===== config.mk =====
export PLATFORM = sky130hd
export DESIGN_NAME = irq_handoff_tracker
export DESIGN_NICKNAME = d
export VERILOG_FILES = /design/src/rtl/ihand_pkg.sv /design/src/rtl/ihand_prio_select.sv /design/src/rtl/ihand_core_pick.sv /design/src/rtl/ihand_irq_pool.sv /design/src/rtl/ihand_core_fsm.sv /design/src/rtl/irq_handoff_tracker.sv
export SDC_FILE = /design/constraint.sdc
export NUM_CORES = 1
export LEC_CHECK = 0
export BUFFER_PORTS_ARGS = -buffer_cell sky130_fd_sc_hd__buf_2
export CORE_MARGIN = 1.5
export CORE_UTILIZATION = 50
export DETAILED_ROUTE_END_ITERATION = 6
export GPL_ROUTABILITY_DRIVEN = 0
export PLACE_DENSITY = 0.74
export SLEW_MARGIN = 30
export SYNTH_ARGS = -nofsm -noshare
export SYNTH_HDL_FRONTEND = slang
export SYNTH_HIERARCHICAL = 1
export SYNTH_SLANG_ARGS = --single-unit
export TNS_END_PERCENT = 50

===== constraint.sdc =====
create_clock -name clk -period 18.7 [get_ports clk]
set_input_delay 0.935 -clock clk [delete_from_list [all_inputs] [get_ports clk]]
set_output_delay 0.935 -clock clk [all_outputs]
set_load 0.05 [all_outputs]

===== src/rtl/ihand_pkg.sv =====
package ihand_pkg;

    typedef enum logic [1:0] {
        HS_IDLE       = 2'd0,
        HS_REQ        = 2'd1,
        HS_WAIT_FINAL = 2'd2,
        HS_COMPLETE   = 2'd3
    } hs_state_t;

endpackage


===== src/rtl/ihand_prio_select.sv =====
module ihand_prio_select #(
    parameter int NUM_IRQS = 8,
    parameter int PRIO_W   = 3,
    parameter int ID_W     = 3
) (
    input  logic [NUM_IRQS-1:0]             elig,
    input  logic [NUM_IRQS-1:0][PRIO_W-1:0] prio,
    output logic                            found,
    output logic [ID_W-1:0]                 best_id,
    output logic [PRIO_W-1:0]               best_prio
);

    // Strict comparison while scanning upward keeps the lowest index on ties
    // and never selects a priority-0 line.
    always_comb begin
        best_id   = '0;
        best_prio = '0;
        for (int i = 0; i < NUM_IRQS; i++) begin
            if (elig[i] && (prio[i] > best_prio)) begin
                best_id   = ID_W'(i);
                best_prio = prio[i];
            end
        end
        found = (best_prio != '0);
    end

endmodule


===== src/rtl/ihand_core_pick.sv =====
module ihand_core_pick #(
    parameter int NUM_CORES = 4,
    parameter int PRIO_W    = 3
) (
    input  logic                             offer_valid,
    input  logic [PRIO_W-1:0]                offer_prio,
    input  logic [NUM_CORES-1:0]             free,
    input  logic [NUM_CORES-1:0][PRIO_W-1:0] cur_prio,
    output logic [NUM_CORES-1:0]             grant
);

    logic [NUM_CORES-1:0] able;

    always_comb begin
        for (int c = 0; c < NUM_CORES; c++) begin
            able[c] = offer_valid && free[c] && (cur_prio[c] < offer_prio);
        end
    end

    always_comb begin
        grant = '0;
        for (int c = NUM_CORES - 1; c >= 0; c--) begin
            if (able[c]) begin
                grant    = '0;
                grant[c] = 1'b1;
            end
        end
    end

endmodule


===== src/rtl/ihand_irq_pool.sv =====
module ihand_irq_pool #(
    parameter int NUM_IRQS  = 8,
    parameter int NUM_CORES = 4,
    parameter int ID_W      = 3
) (
    input  logic                           clk,
    input  logic                           rst_n,
    input  logic [NUM_IRQS-1:0]            raise,
    input  logic                           grant_en,
    input  logic [ID_W-1:0]                grant_id,
    input  logic [NUM_CORES-1:0]           rel,
    input  logic [NUM_CORES-1:0]           acc,
    input  logic [NUM_CORES-1:0][ID_W-1:0] slot_id,
    output logic [NUM_IRQS-1:0]            pending,
    output logic [NUM_IRQS-1:0]            reserved
);

    logic [NUM_IRQS-1:0] clr_pend;
    logic [NUM_IRQS-1:0] clr_resv;
    logic [NUM_IRQS-1:0] set_resv;

    always_comb begin
        clr_pend = '0;
        clr_resv = '0;
        set_resv = '0;
        for (int c = 0; c < NUM_CORES; c++) begin
            if (acc[c]) begin
                clr_pend[slot_id[c]] = 1'b1;
                clr_resv[slot_id[c]] = 1'b1;
            end
            if (rel[c]) begin
                clr_resv[slot_id[c]] = 1'b1;
            end
        end
        if (grant_en) begin
            set_resv[grant_id] = 1'b1;
        end
    end

    always_ff @(posedge clk) begin
        if (!rst_n) begin
            pending  <= '0;
            reserved <= '0;
        end else begin
            pending  <= (pending & ~clr_pend) | raise;
            reserved <= (reserved & ~clr_resv) | set_resv;
        end
    end


    resv_implies_pend_chk: assert property (@(posedge clk) disable iff (!rst_n)
        (reserved & ~pending) == '0);


    raise_sets_pend_chk: assert property (@(posedge clk) disable iff (!rst_n)
        (raise != '0) |=> ((pending & $past(raise)) == $past(raise)));

endmodule


===== src/rtl/ihand_core_fsm.sv =====
module ihand_core_fsm
    import ihand_pkg::*;
#(
    parameter int PRIO_W = 3,
    parameter int ID_W   = 3
) (
    input  logic              clk,
    input  logic              rst_n,
    input  logic              grant,
    input  logic [ID_W-1:0]   grant_id,
    input  logic [PRIO_W-1:0] grant_prio,
    input  logic              ack,
    input  logic              nak,
    input  logic              accept,
    input  logic              reject,
    input  logic              eoi,
    output hs_state_t         state,
    output logic [ID_W-1:0]   slot_id,
    output logic [PRIO_W-1:0] cur_prio,
    output logic              free,
    output logic              release_o,
    output logic              accept_o,
    output logic              req_valid,
    output logic              busy
);

    hs_state_t         st_q;
    hs_state_t         st_d;
    hs_state_t         back_st;
    logic [ID_W-1:0]   id_q;
    logic [PRIO_W-1:0] offer_q;
    logic [PRIO_W-1:0] cur_q;

    // state register
    always_ff @(posedge clk) begin
        if (!rst_n) begin
            st_q <= HS_IDLE;
        end else begin
            st_q <= st_d;
        end
    end

    // transitions
    always_comb begin
        back_st = (cur_q != '0) ? HS_COMPLETE : HS_IDLE;
        st_d    = st_q;
        unique case (st_q)
            HS_IDLE: begin
                if (grant) st_d = HS_REQ;
            end
            HS_REQ: begin
                if (nak)      st_d = back_st;
                else if (ack) st_d = HS_WAIT_FINAL;
            end
            HS_WAIT_FINAL: begin
                if (accept)      st_d = HS_COMPLETE;
                else if (reject) st_d = back_st;
            end
            HS_COMPLETE: begin
                if (eoi)        st_d = HS_IDLE;
                else if (grant) st_d = HS_REQ;
            end
            default: st_d = HS_IDLE;
        endcase
    end

    // offer slot and running priority
    always_ff @(posedge clk) begin
        if (!rst_n) begin
            id_q    <= '0;
            offer_q <= '0;
            cur_q   <= '0;
        end else begin
            if (grant && (st_q == HS_IDLE || (st_q == HS_COMPLETE && !eoi))) begin
                id_q    <= grant_id;
                offer_q <= grant_prio;
            end
            if (st_q == HS_WAIT_FINAL && accept) begin
                cur_q <= offer_q;
            end else if (st_q == HS_COMPLETE && eoi) begin
                cur_q <= '0;
            end
        end
    end

    // outputs
    always_comb begin
        state     = st_q;
        slot_id   = id_q;
        cur_prio  = cur_q;
        free      = (st_q == HS_IDLE) || (st_q == HS_COMPLETE && !eoi);
        release_o = (st_q == HS_REQ && nak) ||
                    (st_q == HS_WAIT_FINAL && reject && !accept);
        accept_o  = (st_q == HS_WAIT_FINAL) && accept;
        req_valid = (st_q == HS_REQ);
        busy      = (st_q == HS_REQ) || (st_q == HS_WAIT_FINAL);
    end


    complete_prio_nz_chk: assert property (@(posedge clk) disable iff (!rst_n)
        (st_q == HS_COMPLETE) |-> (cur_q != '0));


    wait_after_req_chk: assert property (@(posedge clk) disable iff (!rst_n)
        (st_q == HS_WAIT_FINAL) |-> $past(st_q == HS_REQ || st_q == HS_WAIT_FINAL));


    eoi_clears_prio_chk: assert property (@(posedge clk) disable iff (!rst_n)
        (st_q == HS_COMPLETE && eoi) |=> (cur_q == '0 && st_q == HS_IDLE));


    grant_when_free_chk: assert property (@(posedge clk) disable iff (!rst_n)
        grant |-> (st_q == HS_IDLE || st_q == HS_COMPLETE));


    busy_keeps_prio_chk: assert property (@(posedge clk) disable iff (!rst_n)
        (st_q == HS_REQ) |=> $stable(cur_q));

endmodule


===== src/rtl/irq_handoff_tracker.sv =====
module irq_handoff_tracker
    import ihand_pkg::*;
#(
    parameter int NUM_CORES = 4,
    parameter int NUM_IRQS  = 8,
    parameter int PRIO_W    = 3,
    localparam int ID_W     = (NUM_IRQS > 1) ? $clog2(NUM_IRQS) : 1
) (
    input  logic                             clk,
    input  logic                             rst_n,
    input  logic [NUM_IRQS-1:0]              irq_raise,
    input  logic [NUM_IRQS-1:0][PRIO_W-1:0]  irq_prio,
    input  logic [NUM_CORES-1:0]             core_ack,
    input  logic [NUM_CORES-1:0]             core_nak,
    input  logic [NUM_CORES-1:0]             core_accept,
    input  logic [NUM_CORES-1:0]             core_reject,
    input  logic [NUM_CORES-1:0]             core_eoi,
    output logic [NUM_CORES-1:0]             req_valid,
    output logic [NUM_CORES-1:0][ID_W-1:0]   req_id,
    output logic [NUM_CORES-1:0][1:0]        core_state,
    output logic [NUM_CORES-1:0][PRIO_W-1:0] core_prio,
    output logic [NUM_IRQS-1:0]              irq_pending
);

    logic [NUM_IRQS-1:0]              pending;
    logic [NUM_IRQS-1:0]              reserved;
    logic                             cand_found;
    logic [ID_W-1:0]                  cand_id;
    logic [PRIO_W-1:0]                cand_prio;
    logic [NUM_CORES-1:0]             grant;
    logic [NUM_CORES-1:0]             free;
    logic [NUM_CORES-1:0]             rel;
    logic [NUM_CORES-1:0]             acc;
    logic [NUM_CORES-1:0]             busy;
    logic [NUM_CORES-1:0][ID_W-1:0]   slot_id;
    logic [NUM_CORES-1:0][PRIO_W-1:0] cur_prio;
    hs_state_t                        st [NUM_CORES];

    ihand_prio_select #(
        .NUM_IRQS (NUM_IRQS),
        .PRIO_W   (PRIO_W),
        .ID_W     (ID_W)
    ) u_select (
        .elig      (pending & ~reserved),
        .prio      (irq_prio),
        .found     (cand_found),
        .best_id   (cand_id),
        .best_prio (cand_prio)
    );

    ihand_core_pick #(
        .NUM_CORES (NUM_CORES),
        .PRIO_W    (PRIO_W)
    ) u_pick (
        .offer_valid (cand_found),
        .offer_prio  (cand_prio),
        .free        (free),
        .cur_prio    (cur_prio),
        .grant       (grant)
    );

    ihand_irq_pool #(
        .NUM_IRQS  (NUM_IRQS),
        .NUM_CORES (NUM_CORES),
        .ID_W      (ID_W)
    ) u_pool (
        .clk      (clk),
        .rst_n    (rst_n),
        .raise    (irq_raise),
        .grant_en (|grant),
        .grant_id (cand_id),
        .rel      (rel),
        .acc      (acc),
        .slot_id  (slot_id),
        .pending  (pending),
        .reserved (reserved)
    );

    for (genvar c = 0; c < NUM_CORES; c++) begin : g_core
        ihand_core_fsm #(
            .PRIO_W (PRIO_W),
            .ID_W   (ID_W)
        ) u_fsm (
            .clk        (clk),
            .rst_n      (rst_n),
            .grant      (grant[c]),
            .grant_id   (cand_id),
            .grant_prio (cand_prio),
            .ack        (core_ack[c]),
            .nak        (core_nak[c]),
            .accept     (core_accept[c]),
            .reject     (core_reject[c]),
            .eoi        (core_eoi[c]),
            .state      (st[c]),
            .slot_id    (slot_id[c]),
            .cur_prio   (cur_prio[c]),
            .free       (free[c]),
            .release_o  (rel[c]),
            .accept_o   (acc[c]),
            .req_valid  (req_valid[c]),
            .busy       (busy[c])
        );

        assign core_state[c] = st[c];

        for (genvar d = c + 1; d < NUM_CORES; d++) begin : g_pair

            unique_slot_chk: assert property (@(posedge clk) disable iff (!rst_n)
                (busy[c] && busy[d]) |-> (slot_id[c] != slot_id[d]));
        end
    end

    assign req_id      = slot_id;
    assign core_prio   = cur_prio;
    assign irq_pending = pending;


    one_grant_chk: assert property (@(posedge clk) disable iff (!rst_n)
        $onehot0(grant));


    grant_prio_chk: assert property (@(posedge clk) disable iff (!rst_n)
        (grant != '0) |-> (cand_prio != '0 && pending[cand_id] && !reserved[cand_id]));

endmodule


[Yosys cells after proc, flatten, opt, wreduce, memory -nomap -nowiden]
Index checks and enable logic that the tools add are counted.
Operators by class
  add/subtract/negate cells: 0
  multipliers: 0
  div/mod/pow operators: 0
  $lt $le $gt $ge: 22
  equality and inequality tests: 20
  shift-type cells: 0
  multiplexer cells: 81
  bitwise operators: 18
  reduce and logical (&&, ||, !) cells: 83
Operators by type and width (count)
  $mux W8: 12
  $or A8 B8 Y8: 12
  $mux W2: 30
  $mux W3: 20
  $logic_and A1 B1 Y1: 49
  $pmux W2 S4: 4
  $and A8 B8 Y8: 3
  $ne A3 B3 Y1 const B: 8
  $not A8 Y8: 3
  $gt A3 B3 Y1: 7
  $lt A3 B4 Y1 const B: 5
  $eq A2 B2 Y1 const B: 8
  $mux W4: 4
  $demux W1 S3: 5
  $ge A3 B1 Y1 const B: 5
  $reduce_bool A3 Y1: 5
  $lt A3 B3 Y1: 4
  $eq A2 B1 Y1 const B: 4
  $logic_not A1 Y1: 8
  $logic_not A2 Y1: 4
  $logic_or A1 B1 Y1: 8
  $reduce_and A2 Y1: 4
  $reduce_bool A2 Y1: 4
  $mux W1: 6
  2 further kinds: 2
Storage, ports and cells
  flip-flop bits (word level): 60
  latch bits: 0
  memory bits (writable): 0
  ROM bits: 0
  input port bits: 54
  output and inout bits: 44
  logic and storage cells: 242
  memories: 0

[Longest topological paths before layout]
  word-level depth: 35
  gate-level depth with buffers: 57
  gate-level depth less buffers: 56

[Modules after synthesis]
Netlist, hierarchy kept.
By module, submodules not included
  ihand_core_fsm: instances 4, cells an instance 64, area each 628.1 µm², seq. area each 220.2 µm²
  ihand_prio_select: instances 1, cells an instance 162, area each 1092.3 µm², seq. area each 0.0 µm²
  ihand_irq_pool: instances 1, cells an instance 127, area each 1021.0 µm², seq. area each 320.3 µm²
  ihand_core_pick: instances 1, cells an instance 35, area each 257.7 µm², seq. area each 0.0 µm²
  irq_handoff_tracker: instances 1, cells an instance 9, area each 57.6 µm², seq. area each 0.0 µm²

[Worst setup path before layout]
OpenSTA, ideal clock, no wires.
  kind: in2reg
  from: in irq_prio[2] (netlist name)
  to: reg u_pool.reserved[2]
  setup time: 0.133 ns
  arrival: 10.390 ns
  required time: 18.567 ns
  setup slack: 8.178 ns
  stages: 52
  path buffers: 1
  path through: and2_1 > inv_1 > ha_1 > nor2_1 > a31o_2 > nor2_4 > nand2_1 > nand2_1 > ha_1 > a2111oi_2 > o21ai_1 > a211o_1 > nand2_1 > ha_1 > nor2_1 > or2_2 > maj3_1 > o2111a_1 > [... 16 more ...] > and2_1 > buf_4 > or3b_1 > o211ai_2 > ha_1 > nand3_1 > nand3_1 > and3_1 > a221o_1 > inv_1 > ha_1 > o21ai_0 > nor2_1 > nor3_2 > nor3_2 > or4_1 > nand3b_1 > o22ai_1
On the way
  longest elaborated chain between the ends: 34
  elaborated cells between the ends (all ways): 56
  those cells by class: 14 x order compare; 22 x mux; 1 x bitwise; 19 x reduce/logical
Ends and longest elaborated chain
  from (decl): line irq_handoff_tracker.sv:12  | input logic [NUM_IRQS-1:0][PRIO_W-1:0] irq_prio,
  $gt A3 B1 Y1: line ihand_prio_select.sv:19  | if (elig[i] && (prio[i] > best_prio)) begin
  $logic_and A1 B1 Y1: line ihand_prio_select.sv:19
  $mux W3 (*): line ihand_prio_select.sv:19
  $gt A3 B3 Y1: line ihand_prio_select.sv:19
  $logic_and A1 B1 Y1: line ihand_prio_select.sv:19
  $mux W3 (*): line ihand_prio_select.sv:19
  $gt A3 B3 Y1: line ihand_prio_select.sv:19
  $logic_and A1 B1 Y1: line ihand_prio_select.sv:19
  [... 15 more ...]
  $mux W3 (*): line ihand_prio_select.sv:19
  via cand_prio[1]: line irq_handoff_tracker.sv:29  | logic [PRIO_W-1:0] cand_prio;
  parallel branches: the longest is 6 deep, another holds $lt A3 B3 Y1
  $mux W4 (*): line ihand_core_pick.sv:23  | if (able[c]) begin
  via grant[3]: line irq_handoff_tracker.sv:30  | logic [NUM_CORES-1:0] grant;
  $reduce_or A4 Y1 (*): line irq_handoff_tracker.sv:70  | .grant_en (|grant),
  $mux W8 (*): line ihand_irq_pool.sv:35  | if (grant_en) begin
  $or A8 B8 Y8 (*): line ihand_irq_pool.sv:46  | reserved <= (reserved & ~clr_resv) | set_resv;
  to (signal assigned): line ihand_irq_pool.sv:46
  to (decl): line ihand_irq_pool.sv:15  | output logic [NUM_IRQS-1:0] reserved
Mark *: on every way through the listed nets, which the timed path passes.
A chain may end at the register's enable or synchronous reset.

[Worst setup path in the final report]
  from: reg u_pool.pending[0]
  to: reg u_pool.reserved[1]
On the way
  elaborated cells between the ends (all ways): 56
  those cells by class: 13 x order compare; 22 x mux; 2 x bitwise; 19 x reduce/logical
RTL lines
  from (decl): line ihand_irq_pool.sv:14  | output logic [NUM_IRQS-1:0] pending,
  from (signal assigned): line ihand_irq_pool.sv:45  | pending <= (pending & ~clr_pend) | raise;
  $and A8 B8 Y8 (*): line irq_handoff_tracker.sv:44  | .elig (pending & ~reserved),
  $logic_and A1 B1 Y1 (*): line ihand_prio_select.sv:19
  $mux W3 (*): line ihand_prio_select.sv:19
  $gt A3 B3 Y1: line ihand_prio_select.sv:19
  $logic_and A1 B1 Y1: line ihand_prio_select.sv:19
  $mux W3 (*): line ihand_prio_select.sv:19
  $gt A3 B3 Y1: line ihand_prio_select.sv:19
  $logic_and A1 B1 Y1: line ihand_prio_select.sv:19
  [... 15 more ...]
  $mux W3 (*): line ihand_prio_select.sv:19
  via cand_prio[2]: line irq_handoff_tracker.sv:29
  parallel branches: the longest is 5 deep, another holds $lt A3 B3 Y1
  $mux W4 (*): line ihand_core_pick.sv:23
  via grant[1]: line irq_handoff_tracker.sv:30
  $reduce_or A4 Y1 (*): line irq_handoff_tracker.sv:70
  $mux W8 (*): line ihand_irq_pool.sv:35
  $or A8 B8 Y8 (*): line ihand_irq_pool.sv:46
Marks and branches as above.

==> reports/results.ini <==
[sta]
min_period_ns = 11.80
fmax_mhz = 84.75
clock_skew_ns = 0.009084
setup_viol = 0
min_period_over_period = 0.6310
finalMaxSlewViolations = 0
relSlewSlack = 0.5502
tightest_slew_ns = 0.6747
hold_viol_final = 0
rsz0062_at_grt = false
fin_tns_setup_ns = 0

[floorplan]
die_h_um = 102.4
core-area_um2 = 9684
die_w_um = 102.4
io_pins = 98
start_util = 0.5102
row_count = 36
dieArea_um2 = 10490

[clock_tree]
clockRootBuffer = clkbuf_8
cts_made_buffers = 9
clk_latency_ns = 0.34
clock_path_buffers = 2
cts_tree = done
hold_buffers = 0
post_cts_resized = 0
h-tree-depth = 3
cts_setup_buffers = 0
clock-sinks = 60
path_clk_slew_ns = 0.07

[global_route]
grt_max_degree = 67
grt.overflow.total = 0
grt_pass1_wl_um = 21670
first_global_vias = 4657
antenna_found_initial = 0
track_usage = 0.2644

[power]
switching_share = 0.4888
p_switching_uw = 346.4
max-vdd-ir-drop_v = 0.00007659
finalPower_uw = 708.7
leakage_uw = 0.002487
p_per_area_nw_per_um2 = 124.0
sequentialPowerShare = 0.265
clockPowerShare = 0.147
p_comb_frac = 0.588
intPower_uw = 362.2

[detailed_routing]
drt_wl_total_um = 13730
drtPass1Iterations = 4
drt-initial-drc-count = 342
ant_nets = 0
vias = 4921
via_per_inst = 5.979
route.detailed.drc = 0
detail_route.wl_per_cell_um = 16.68

[min_path]
hp-class = reg2reg

[synthesis]
yosys_most_used_dff = dfxtp_1
yosysTopAreaCellShare = 0.2431
synth_edf_count = 0
synth_area_leaders = dfxtp_1 (24%), ha_1 (10%), nor2b_1 (6.1%), mux2i_1 (5.1%), nand2_1 (4.0%)
syn_area_um2 = 4941
synth-async-reset-ratio = 0
syn_inst = 589
post-synth-top-area-cell = dfxtp_1
synth_common_cells = dfxtp_1 (60), nand2_1 (52), nor2b_1 (48)
synth.net_count = 683
ys_seq_elements = 60
yosys_warnings = 6
yosysSeqAreaShare = 0.2431
synth_cell_types = 78
synth_most_common_cell = dfxtp_1
avgSynthCellArea_um2 = 8.389

[critical_path]
crit_slowest_cell = nor3b_1
path_class = reg2reg
arrival_ns = 12.05
endpoint_kind = flop
crit_path_max_incr_delay_ns = 0.57
cp_common_cell = ha_1
critical_path.max_fanout = 7
cp.required_ns = 18.95
critPathLaunchType = flop

[placed_design]
io_buffers = 97
hpwl_um = 10710

[layout]
syn_to_final_growth_pct = 15.67
drive_above_1_share = 0.2319
fin_nets = 780
antenna_cells = 0

[outcome]
status = completed

[flow_run]
max-cap-violations = 0

-- flip-flops by register name, indices dropped and copies added, names as in the netlist --
register	flops
u_pool/reserved	8
g_core.u_fsm/slot_id	12
g_core.u_fsm/cur_prio	12
g_core.u_fsm/offer_q	12
g_core.u_fsm/state	8
u_pool/pending	8
-- power by group through the flow --
stage / combinational, uW / clock, uW / sequential (uW)
after floorplan: 274 / 0 / 223
after global placement: 398 / 0 / 188
after detailed placement: 409 / 0 / 189
after CTS: 412 / 106 / 187
after global routing: 448 / 111 / 192
final: 417 / 104 / 188
-- worst paths after layout --
path | startpoint | endpoint | slack (ns) | depth (start not counted)
worst max-delay path | u_pool/pending[0]$_SDFF_PN0_ | u_pool/reserved[1]$_SDFF_PN0_ | 6.90 | 53
worst min-delay path | u_pool/reserved[4]$_SDFF_PN0_ | u_pool/reserved[4]$_SDFF_PN0_ | 0.51 | 2
worst max register to register | u_pool/pending[0]$_SDFF_PN0_ | u_pool/reserved[1]$_SDFF_PN0_ | 6.90 | 53
worst min register to register | u_pool/reserved[4]$_SDFF_PN0_ | u_pool/reserved[4]$_SDFF_PN0_ | 0.51 | 2
-- layer usage --
layer  GRT usage  share of wire
met3     0.05335          0.063
met2      0.4631           0.49
met4      0.1507          0.036
met5           0              0
met1      0.2984           0.41
-- through the flow --
stage	hold slack, ns	instances	util	cell area [um2]	setup slack, ns
6_report	0.5138	823	0.5902	5715	6.901
5_1_grt	0.5356	823	0.5902	5715	5.931
4_1_cts	0.5141	823	0.5899	5713	7.083
3_5_place_dp	0.5003	808	0.5725	5544	6.774
3_3_place_gp	0.4903	808	0.5725	5544	7.275
2_1_floorplan	0.4597	589	-	4941	8.178
-- cell usage in the layout (no fill, tap or decap), types with 9 or more instances in the layout --
cell type and n:
inv_1 36, and2_1 9, ha_1 40, o21ai_0 19
nand2b_1 22, a22oi_1 18, clkbuf_8 11, nor2_1 29
a21oi_1 19, mux2i_1 25, nand2_1 52, nor2b_1 48
nor3_1 23, o22ai_1 11, o21a_1 10, dfxtp_1 60
o21ai_1 9, buf_2 96
-- final cells by class --
cell class	count	area, um2
fill	879	3969
multi-input combinational	481	3548
clock inverter	2	10.01
sequential	60	1201
inverter	36	135.1
tap	133	166.4
timing repair buffer	98	495.5
clock buffer	13	158.9
-- critical path: cells and delay by family (launching register included) --
kind	cells	cell delay, ns
AOI/OAI and AO/OA	15	3.48
adders and majority gates	10	2.90
buffers and inverters	2	0.33
DFF	1	0.38
muxes	1	0.37
and+or+nand+nor	25	4.27
-- cells by family (layout without fill, tap and decap cells) --
group | after synthesis | in the layout | synth area share
AOI/OAI and AO/OA | 176 | 176 | 0.2796
adders and majority gates | 44 | 44 | 0.1094
buffers and inverters | 48 | 149 | 0.03875
DFF | 60 | 60 | 0.2431
muxes | 26 | 26 | 0.05292
and+or+nand+nor | 235 | 235 | 0.2763
Note: power is estimated with default switching activity, not from simulation.
